--- src/rtl/rcal_pkg.sv ---
package rcal_pkg;
    typedef enum logic [1:0] {
        PL_IDLE,
        PL_LO,
        PL_HI,
        PL_CHK
    } poll_st_e;

    typedef enum logic [2:0] {
        CS_IDLE,
        CS_DUMMY,
        CS_FIRST,
        CS_TRACK,
        CS_VERIFY,
        CS_DIVIDE
    } cal_st_e;
endpackage

--- src/rtl/rcal_poll.sv ---
// One wait phase: poll the reference high byte until it differs from want_hi
// or the budget runs out; in one-shot mode a single poll reports a match.
module rcal_poll
    import rcal_pkg::*;
#(
    parameter int TS_W       = 64,
    parameter int POLL_LIMIT = 50000,
    parameter int MIN_POLLS  = 5
) (
    input  logic            clk,
    input  logic            rst_n,
    input  logic            go,
    input  logic            one_shot,
    input  logic [7:0]      want_hi,
    output logic            rd_stb,
    input  logic [7:0]      rd_data,
    input  logic [TS_W-1:0] ts,
    output logic            fin,
    output logic            ok,
    output logic [TS_W-1:0] mark_ts,
    output logic [TS_W-1:0] spread
);
    localparam int CNT_W = $clog2(POLL_LIMIT + 1);

    typedef struct packed {
        poll_st_e        st;
        logic            shot;
        logic [CNT_W-1:0] cnt;
        logic [TS_W-1:0] cur;
        logic [TS_W-1:0] prev;
        logic            fin;
        logic            ok;
        logic [TS_W-1:0] spread;
    } poll_t;

    poll_t q, d;
    logic [CNT_W:0] cnt_inc;

    always_comb begin
        d       = q;
        d.fin   = 1'b0;
        cnt_inc = {1'b0, q.cnt} + 1'b1;
        case (q.st)
            PL_IDLE: if (go) begin
                d.st   = PL_LO;
                d.shot = one_shot;
                d.cnt  = '0;
                d.cur  = '0;
                d.prev = '0;
            end
            PL_LO: d.st = PL_HI;
            PL_HI: d.st = PL_CHK;
            PL_CHK: begin
                if (q.shot) begin
                    d.fin = 1'b1;
                    d.ok  = (rd_data == want_hi);
                    d.st  = PL_IDLE;
                end else if (rd_data == want_hi) begin
                    d.prev = q.cur;
                    d.cur  = ts;
                    d.cnt  = cnt_inc[CNT_W-1:0];
                    if (q.cnt == CNT_W'(POLL_LIMIT - 1)) begin
                        d.fin    = 1'b1;
                        d.ok     = cnt_inc > (CNT_W + 1)'(MIN_POLLS);
                        d.spread = ts - q.cur;
                        d.st     = PL_IDLE;
                    end else begin
                        d.st = PL_LO;
                    end
                end else begin
                    d.fin    = 1'b1;
                    d.ok     = q.cnt > CNT_W'(MIN_POLLS);
                    d.spread = ts - q.prev;
                    d.st     = PL_IDLE;
                end
            end
            default: d.st = PL_IDLE;
        endcase
    end

    always_ff @(posedge clk) begin
        if (!rst_n) q <= '0;
        else        q <= d;
    end

    assign rd_stb  = (q.st == PL_LO) || (q.st == PL_HI);
    assign fin     = q.fin;
    assign ok      = q.ok;
    assign mark_ts = q.cur;
    assign spread  = q.spread;
endmodule

--- src/rtl/rcal_div.sv ---
// Restoring divider, one quotient bit per cycle.
module rcal_div #(
    parameter int NUM_W = 85,
    parameter int DEN_W = 36,
    parameter int OUT_W = 32
) (
    input  logic             clk,
    input  logic             rst_n,
    input  logic             go,
    input  logic [NUM_W-1:0] num,
    input  logic [DEN_W-1:0] den,
    output logic             fin,
    output logic [OUT_W-1:0] quot
);
    localparam int CW = $clog2(NUM_W + 1);

    typedef struct packed {
        logic             busy;
        logic             fin;
        logic [CW-1:0]    cnt;
        logic [NUM_W-1:0] quo;
        logic [DEN_W-1:0] rem;
        logic [DEN_W-1:0] dvs;
    } div_t;

    div_t q, d;
    logic [DEN_W:0] trial;

    always_comb begin
        d     = q;
        d.fin = 1'b0;
        trial = {q.rem, q.quo[NUM_W-1]};
        if (go) begin
            d.busy = 1'b1;
            d.cnt  = CW'(NUM_W);
            d.quo  = num;
            d.rem  = '0;
            d.dvs  = den;
        end else if (q.busy) begin
            if (trial >= {1'b0, q.dvs}) begin
                d.rem = DEN_W'(trial - {1'b0, q.dvs});
                d.quo = {q.quo[NUM_W-2:0], 1'b1};
            end else begin
                d.rem = trial[DEN_W-1:0];
                d.quo = {q.quo[NUM_W-2:0], 1'b0};
            end
            d.cnt = q.cnt - 1'b1;
            if (q.cnt == CW'(1)) begin
                d.busy = 1'b0;
                d.fin  = 1'b1;
            end
        end
    end

    always_ff @(posedge clk) begin
        if (!rst_n) q <= '0;
        else        q <= d;
    end

    assign fin  = q.fin;
    assign quot = q.quo[OUT_W-1:0];
endmodule

--- src/rtl/rate_calibrator.sv ---
module rate_calibrator
    import rcal_pkg::*;
#(
    parameter int TS_W       = 64,
    parameter int RES_W      = 32,
    parameter int REF_HZ     = 1193182,
    parameter int WINDOW_MS  = 50,
    parameter int MAX_ITER   = (WINDOW_MS * REF_HZ / 1000) / 256,
    parameter int POLL_LIMIT = 50000,
    parameter int MIN_POLLS  = 5,
    parameter int ERR_SHIFT  = 11
) (
    input  logic             clk,
    input  logic             rst_n,
    input  logic             start,
    output logic             rd_stb,
    input  logic [7:0]       rd_data,
    input  logic [TS_W-1:0]  ts,
    output logic             done,
    output logic             fail,
    output logic [RES_W-1:0] result_mhz
);
    localparam int RATE_W = $clog2(REF_HZ + 1);
    localparam int NUM_W  = TS_W + RATE_W;
    localparam int UNIT   = 256 * 1000 * 1000;
    localparam int UNIT_W = $clog2(UNIT + 1);
    localparam int IT_W   = $clog2(MAX_ITER + 1);
    localparam int DEN_W  = IT_W + UNIT_W;

    typedef struct packed {
        cal_st_e          st;
        logic [IT_W-1:0]  iter;
        logic [TS_W-1:0]  t0;
        logic [TS_W-1:0]  d0;
        logic [TS_W-1:0]  span;
        logic [7:0]       want;
        logic             pgo;
        logic             pshot;
        logic             dgo;
        logic             done;
        logic             fail;
        logic [RES_W-1:0] res;
    } cal_t;

    cal_t q, d;

    logic             p_fin, p_ok;
    logic [TS_W-1:0]  p_mark, p_spread;
    logic             d_fin;
    logic [RES_W-1:0] d_quot;
    logic [TS_W-1:0]  elapsed;
    logic [TS_W:0]    unc_sum, bound;
    logic [NUM_W-1:0] div_num;
    logic [DEN_W-1:0] div_den;

    rcal_poll #(
        .TS_W(TS_W), .POLL_LIMIT(POLL_LIMIT), .MIN_POLLS(MIN_POLLS)
    ) u_poll (
        .clk(clk), .rst_n(rst_n), .go(q.pgo), .one_shot(q.pshot),
        .want_hi(q.want), .rd_stb(rd_stb), .rd_data(rd_data), .ts(ts),
        .fin(p_fin), .ok(p_ok), .mark_ts(p_mark), .spread(p_spread)
    );

    assign div_num = NUM_W'(q.span) * NUM_W'(REF_HZ);
    assign div_den = DEN_W'(q.iter) * DEN_W'(UNIT);

    rcal_div #(
        .NUM_W(NUM_W), .DEN_W(DEN_W), .OUT_W(RES_W)
    ) u_div (
        .clk(clk), .rst_n(rst_n), .go(q.dgo), .num(div_num),
        .den(div_den), .fin(d_fin), .quot(d_quot)
    );

    always_comb begin
        d       = q;
        d.pgo   = 1'b0;
        d.dgo   = 1'b0;
        d.done  = 1'b0;
        elapsed = p_mark - q.t0;
        unc_sum = {1'b0, q.d0} + {1'b0, p_spread};
        bound   = {1'b0, elapsed >> ERR_SHIFT};
        case (q.st)
            CS_IDLE: if (start) begin
                d.fail  = 1'b0;
                d.res   = '0;
                d.pgo   = 1'b1;
                d.pshot = 1'b1;
                d.st    = CS_DUMMY;
            end
            CS_DUMMY: if (p_fin) begin
                d.pgo   = 1'b1;
                d.pshot = 1'b0;
                d.want  = 8'hFF;
                d.st    = CS_FIRST;
            end
            CS_FIRST: if (p_fin) begin
                if (!p_ok) begin
                    d.fail = 1'b1; d.done = 1'b1; d.st = CS_IDLE;
                end else begin
                    d.t0   = p_mark;
                    d.d0   = p_spread;
                    d.iter = IT_W'(1);
                    d.want = q.want - 8'd1;
                    d.pgo  = 1'b1;
                    d.st   = CS_TRACK;
                end
            end
            CS_TRACK: if (p_fin) begin
                if (!p_ok) begin
                    d.fail = 1'b1; d.done = 1'b1; d.st = CS_IDLE;
                end else if (unc_sum >= bound) begin
                    if (q.iter == IT_W'(MAX_ITER)) begin
                        d.fail = 1'b1; d.done = 1'b1; d.st = CS_IDLE;
                    end else begin
                        d.iter = q.iter + 1'b1;
                        d.want = q.want - 8'd1;
                        d.pgo  = 1'b1;
                    end
                end else begin
                    d.span  = elapsed;
                    d.want  = q.want - 8'd1;
                    d.pshot = 1'b1;
                    d.pgo   = 1'b1;
                    d.st    = CS_VERIFY;
                end
            end
            CS_VERIFY: if (p_fin) begin
                if (p_ok) begin
                    d.dgo = 1'b1;
                    d.st  = CS_DIVIDE;
                end else begin
                    d.fail = 1'b1; d.done = 1'b1; d.st = CS_IDLE;
                end
            end
            CS_DIVIDE: if (d_fin) begin
                d.res  = d_quot;
                d.done = 1'b1;
                d.st   = CS_IDLE;
            end
            default: d.st = CS_IDLE;
        endcase
    end

    always_ff @(posedge clk) begin
        if (!rst_n) q <= '0;
        else        q <= d;
    end

    assign done       = q.done;
    assign fail       = q.fail;
    assign result_mhz = q.res;
endmodule

--- config.mk ---
export PLATFORM = sky130hd
export DESIGN_NAME = rate_calibrator
export DESIGN_NICKNAME = d
export VERILOG_FILES = /design/src/rtl/rcal_pkg.sv /design/src/rtl/rcal_poll.sv /design/src/rtl/rcal_div.sv /design/src/rtl/rate_calibrator.sv
export SDC_FILE = /design/constraint.sdc
export NUM_CORES = 2
export LEC_CHECK = 0
export ABC_AREA = 1
export BUFFER_PORTS_ARGS = -buffer_cell sky130_fd_sc_hd__buf_2
export CAP_MARGIN = 20
export CORE_ASPECT_RATIO = 1.5
export CORE_UTILIZATION = 57
export DETAILED_ROUTE_END_ITERATION = 8
export PLACE_DENSITY = 0.76
export RECOVER_POWER = 50
export SLEW_MARGIN = 5
export SYNTH_ARGS = -nofsm -noshare
export SYNTH_HDL_FRONTEND = slang
export SYNTH_SLANG_ARGS = --single-unit
export TNS_END_PERCENT = 5
--- constraint.sdc ---
create_clock -name clk -period 15.19 [get_ports clk]
set_clock_uncertainty 0.15 [all_clocks]
set_input_delay 0.7595 -clock clk [delete_from_list [all_inputs] [get_ports clk]]
set_output_delay 0.7595 -clock clk [all_outputs]
set_load 0.1 [all_outputs]
Word-level counts from Yosys, hierarchy flattened
Index checks and enable logic that the tools add are counted.
{ "classes": {"addsub": 9, "multipliers": 2, "div_mod_pow": 0, "n_lt_le_gt_ge": 4, "eq_ne": 32, "shift": 0, "mux": 59, "n_bitwise": 4, "n_reduce_logical": 26} }
{ "ops": {"columns": ["op", "n"], "rows": [
  ["$mux 144", 2],
  ["$pmux 144 s2", 1],
  ["$sub 64x64->64", 3],
  ["$mux 147", 1],
  ["$mux 139", 1],
  ["$mux 136", 1],
  ["$mux 66", 2],
  ["$mux 130", 1],
  ["$mux 128", 1],
  ["$mul 64x20->84 const B", 1],
  ["$add 64x64->65", 1],
  ["$ge 65x53->1", 1],
  ["$pmux 32 s2", 1],
  ["$ge 37x36->1", 1],
  ["$mux 37", 1],
  ["$mux 9", 4],
  ["$sub 36x36->36", 1],
  ["$mux 33", 1],
  ["$mux 32", 1],
  ["$mux 10", 3],
  ["$reduce_and 7->1", 4],
  ["$mux 2", 13],
  ["$mux 3", 8],
  ["$mux 8", 3],
  ["other kinds (42)", 79]
]} }
{ "totals": {"reg_bits": 613, "latchBits": 0, "mem_bits_rw": 0, "romBits": 0, "in_bits": 75, "out_inout_bits": 35, "elab_cells": 164, "memories": 0} }

Logic depth before layout (Yosys ltp)
{ "depth": {"word_depth": 6, "mapped_depth": 36, "depth_no_buf": 36} }

Cells and area by module
Synthesis repeated with hierarchy kept, for this count alone.
{ "hier_totals": {"hier_cells": 11982, "area_unflattened_um2": 78079.9} }
{ "by_module_without_submodules": {"columns": ["mod", "n_inst", "cells_each", "area_per_inst_um2", "seq_area_each_um2"], "rows": [
  ["rate_calibrator", 1, 6316, 45899.0, 4964.8],
  ["rcal_poll", 1, 4035, 21840.9, 4264.1],
  ["rcal_div", 1, 1631, 10339.9, 3323.2]
]} }

Least setup slack after synthesis
OpenSTA, ideal clock, no wires.
{ "synth_path": {"path_kind": "reg2reg", "startpoint": "register q[55] (netlist name)", "endpoint": "register u_div.q[126] (netlist name)", "setup_ns": 0.132, "t_arrival_ns": 5.819, "required_ns": 14.908, "slack_ns": 9.089, "stages_incl_launch_ff": 26, "path_buffers": 0, "period_less_slack_ns": 6.101, "cell_sequence": "dfxtp_1 ha_1 fa_1 inv_1 fa_1 inv_1 fa_1 inv_1 fa_1 inv_1 fa_1 inv_1 fa_1 inv_1 ha_1 nand2_1 nor2_1 inv_1 o21ai_0 a21oi_1 o21bai_1 nand2_1 nand3_1 nand2_1 o21ai_0 a21oi_1"} }
{ "synth_between": {"elab_chain_len": 2} }
{ "synth_lines": {"columns": ["element", "line_no", "source"], "rows": [
  ["from (decl)", "rate_calibrator.sv:45", "cal_t q, d;"],
  ["from (signal assigned)", "rate_calibrator.sv:145", "if (!rst_n) q <= '0;"],
  ["from (signal assigned)", "rate_calibrator.sv:146", "else q <= d;"],
  ["$mul 64x20->84", "rate_calibrator.sv:64", "assign div_num = NUM_W'(q.span) * NUM_W'(REF_HZ);"],
  ["$mux 128", "rcal_div.sv:33", "if (go) begin"],
  ["to (signal assigned)", "rcal_div.sv:56", "if (!rst_n) q <= '0;"],
  ["to (signal assigned)", "rcal_div.sv:57", "else q <= d;"],
  ["to (decl)", "rcal_div.sv:26", "div_t q, d;"]
]} }
Every way passes these cells.
A chain may end at the register's enable or synchronous reset.

Worst setup path after layout
{ "layout_path": {"startpoint": "input port rst_n", "endpoint": "register u_poll.q[77] (netlist name)"} }
{ "layout_rtl": {"columns": ["element", "line_no", "source"], "rows": [
  ["from (decl)", "rate_calibrator.sv:14", "input logic rst_n,"],
  ["to (signal assigned)", "rcal_poll.sv:82", "if (!rst_n) q <= '0;"],
  ["to (signal assigned)", "rcal_poll.sv:83", "else q <= d;"],
  ["to (decl)", "rcal_poll.sv:36", "poll_t q, d;"]
]} }
No word-level cell between the ends.

==> results.md <==
- Pwr dens: 88.33 mW/mm^2
- Sequential fraction of the synthesis area: 17.34%
- CTS Root Cell: clkbuf_16
- First-pass GRT wire length: 423700 um
- Adder-cell share of the synthesized area: 30.19%
- Std-Cell Rows: 158
- CP max FO: 78
- Final TNS setup: 0 ps
- Hold buffers post-CTS: 0
- Multiplexer share of the synthesized area: 0%
- Post CTS Setup Buffer Count: 0
- Commonest non-fill, non-tap cells in the layout: inv_1, nand2_1, a21oi_1
- Clock Tree Buf Depth: 3
- Die width: 289.7 um
- Syn Nets: 11617
- Xor/xnor share of the synthesized area: 2.673%
- Via count: 70257
- Clock Latency Late Sink: 760 ps
- CTS sink cnt: 613
- Die Ht: 433.5 um
- Post-Syn Area: 0.07077 mm^2
- Synth Area in Compound Gates: 16.28%
- 1st-iter DRT viols: 5787
- Gr ovfl total: 0
- Post-synth top area cell: dfxtp_1
- Worst Hold Class: in2reg
- Fill cells: 11784
- Static Leak: 37.70 nW
- Ys flop type: dfxtp_1
- Layout cells sized above 1: 3.676%
- Synth Instances: 10171
- GP Congestion: 1.129
- Largest net degree at the start of global routing: 133
- VDD IR max: 0.1351 mV
- Syn Area/Cell: 6.958 um^2
- Ys Warns: 0
- CTS H-tree depth: 3
- Setup-failing EPs final: 0
- Worst setup EP type: flip-flop
- Routed WL: 285700 um
- DRT antenna net count: 0
- Storage element area: 0.01228 mm^2
- Startpoint types: primary input
- Run status: finished with violations
- Fin crit share: 67.39%
- Initial Util: 57.37%
- WL/cell: 24.25 um
- Vias/cell: 5.963
- Synth top area cells: dfxtp_1, fa_1, ha_1
- CTS tree: built
- Fmax: 0.09768 GHz
- Rel. slew slack: -172.5%
- IO Count: 110
- Clk slew on worst S/H paths: 60 ps
- Initial antenna violation count: 23
- Post-synthesis simple-gate area fraction: 20.96%
- Post-layout util: 60.74%
- Worst setup path class: in2reg
- Post-route minimum period: 10240 ps
- Hold Vio Cnt, Final: 0
- Most common cell after layout, fill and taps aside: inv_1
- Failing checks: max-capacitance violations, max-slew violations
- TritonCTS buffer count: 69
- Final net count: 11567
- Detailed Place HPWL: 234500 um
- GRT Total Usage: 45.51%
- Post-synth top area share: 17.34%
- DRC violations left: 0
- Slew @ Worst Pin: 4088 ps
- Multi-input gate area: 0.04967 mm^2
- Ys async rst share: 0%
- Core area: 0.1234 mm^2
- TritonRoute pass-1 iters: 9
- Register bit total from synthesis: 613
- IO buf count: 109
- Vias in the first global route: 71040
- Max_cap viols: 13
- Area growth syn-to-layout: 5.877%
- DIE AREA: 0.1256 mm^2
- Synth unique cells: 56
- Pins Over Slew Limit: 506
- # resized after CTS: 0
- WP data required: 15620 ps
- Number of synthesized flops with an enable pin: 0
- Unrepaired setup endpoints after global routing: no
- Worst path arrival time: 10670 ps
- Hold slack: 181.1 ps
- Largest family of logic cells by synthesized area: adder cells
[critical path, cell delays in order]
cell	delay [ps]
clkbuf_1	2180
clkinvlp_2	3730
clkbuf_1	1600
clkbuf_1	1570
a21oi_1	620
[cell families (layout without fill, tap and decap cells)]
| logic type | after synthesis | count (layout) |
|---|---|---|
| buf+inv | 2314 | 2317 |
| other cells | 0 | 8 |
| simple gates | 3582 | 3582 |
| xor+xnor | 216 | 216 |
| compound gates | 2075 | 2075 |
| fa+ha+maj | 1371 | 1371 |
| flops | 613 | 613 |
[final timing paths]
kind / from / end / slack [ps] / depth (start not counted)
worst max-delay path: rst_n / u_poll.q[77] / 4950 / 5
worst max register to register: q[70] / u_div.q[127] / 6860 / 24
worst min register to register: q[220] / q[220] / 310 / 2
worst min-delay path: ts[0] / u_poll.mark_ts[0] / 180 / 3
[power by group]
part / switching (mW) / total [mW] / internal (mW)
clock: 0.821 / 1.87 / 1.05
combinational: 2.24 / 2.97 / 0.732
sequential: 0.104 / 1.78 / 1.67
[cells in the mapped netlist, types with 8 or more instances]
| cell | count |
|---|---|
| o21ai_1 | 14 |
| or2_2 | 49 |
| a221oi_1 | 15 |
| a21boi_0 | 31 |
| nor3_1 | 75 |
| xor2_1 | 129 |
| nand3_1 | 536 |
| a21oi_2 | 34 |
| and3_1 | 14 |
| buf_4 | 37 |
| clkbuf_1 | 202 |
| xnor2_1 | 87 |
| o21a_1 | 29 |
| ha_1 | 810 |
| o21ai_0 | 565 |
| fa_1 | 561 |
| nand2_2 | 11 |
| inv_2 | 8 |
| buf_2 | 18 |
| buf_1 | 18 |
| a21o_1 | 48 |
| nand3b_1 | 15 |
| dfxtp_1 | 613 |
| o22ai_1 | 16 |
| inv_1 | 2025 |
| o211ai_1 | 61 |
| nor4_1 | 33 |
| a31oi_1 | 148 |
| o21bai_1 | 61 |
| a21oi_1 | 999 |
| o2111ai_1 | 9 |
| nand4_1 | 68 |
| nand2_1 | 1845 |
| a211oi_1 | 15 |
| nor2_1 | 912 |
[registers in the layout, summed over array words and instances, names as in the netlist, 32 cells and up]
name	flops
q	214
u_div.q	119
u_poll.q	83
u_poll.mark_ts	64
u_poll.spread	64
result_mhz	32
u_div.quot	32
[per-layer routing]
metal,GRT usage [%],vias to the layer above,part of all wire [%]
li1,-,32542,-
met1,44.85,33008,33
met2,75.96,3350,47
met3,10.39,1343,7.6
met4,47.43,14,13
met5,0,-,0.024
[final cells by class]
| cell class | count | share of cell area [%] |
|---|---|---|
| clock inverters | 37 | 0.6680 |
| inverters | 2034 | 10.20 |
| well taps | 1600 | 2.672 |
| repair buffers | 159 | 1.189 |
| multi-input cells | 7244 | 66.29 |
| clock buffers | 87 | 2.568 |
| flip-flops and latches | 613 | 16.39 |
| diodes | 8 | 0.02672 |
[per-stage QoR]
stage	total power [mW]	cell area, um^2	setup slack (ps)	instances
global route	6.823	74920	4547	11781
finish	6.618	74930	4953	11782
detailed placement	4.602	72470	6997	11642
floorplan	3.570	70770	9089	10171
CTS	6.441	74900	6946	11766
global placement	4.568	72470	7162	11641
Power figures use the tool's default switching activity.
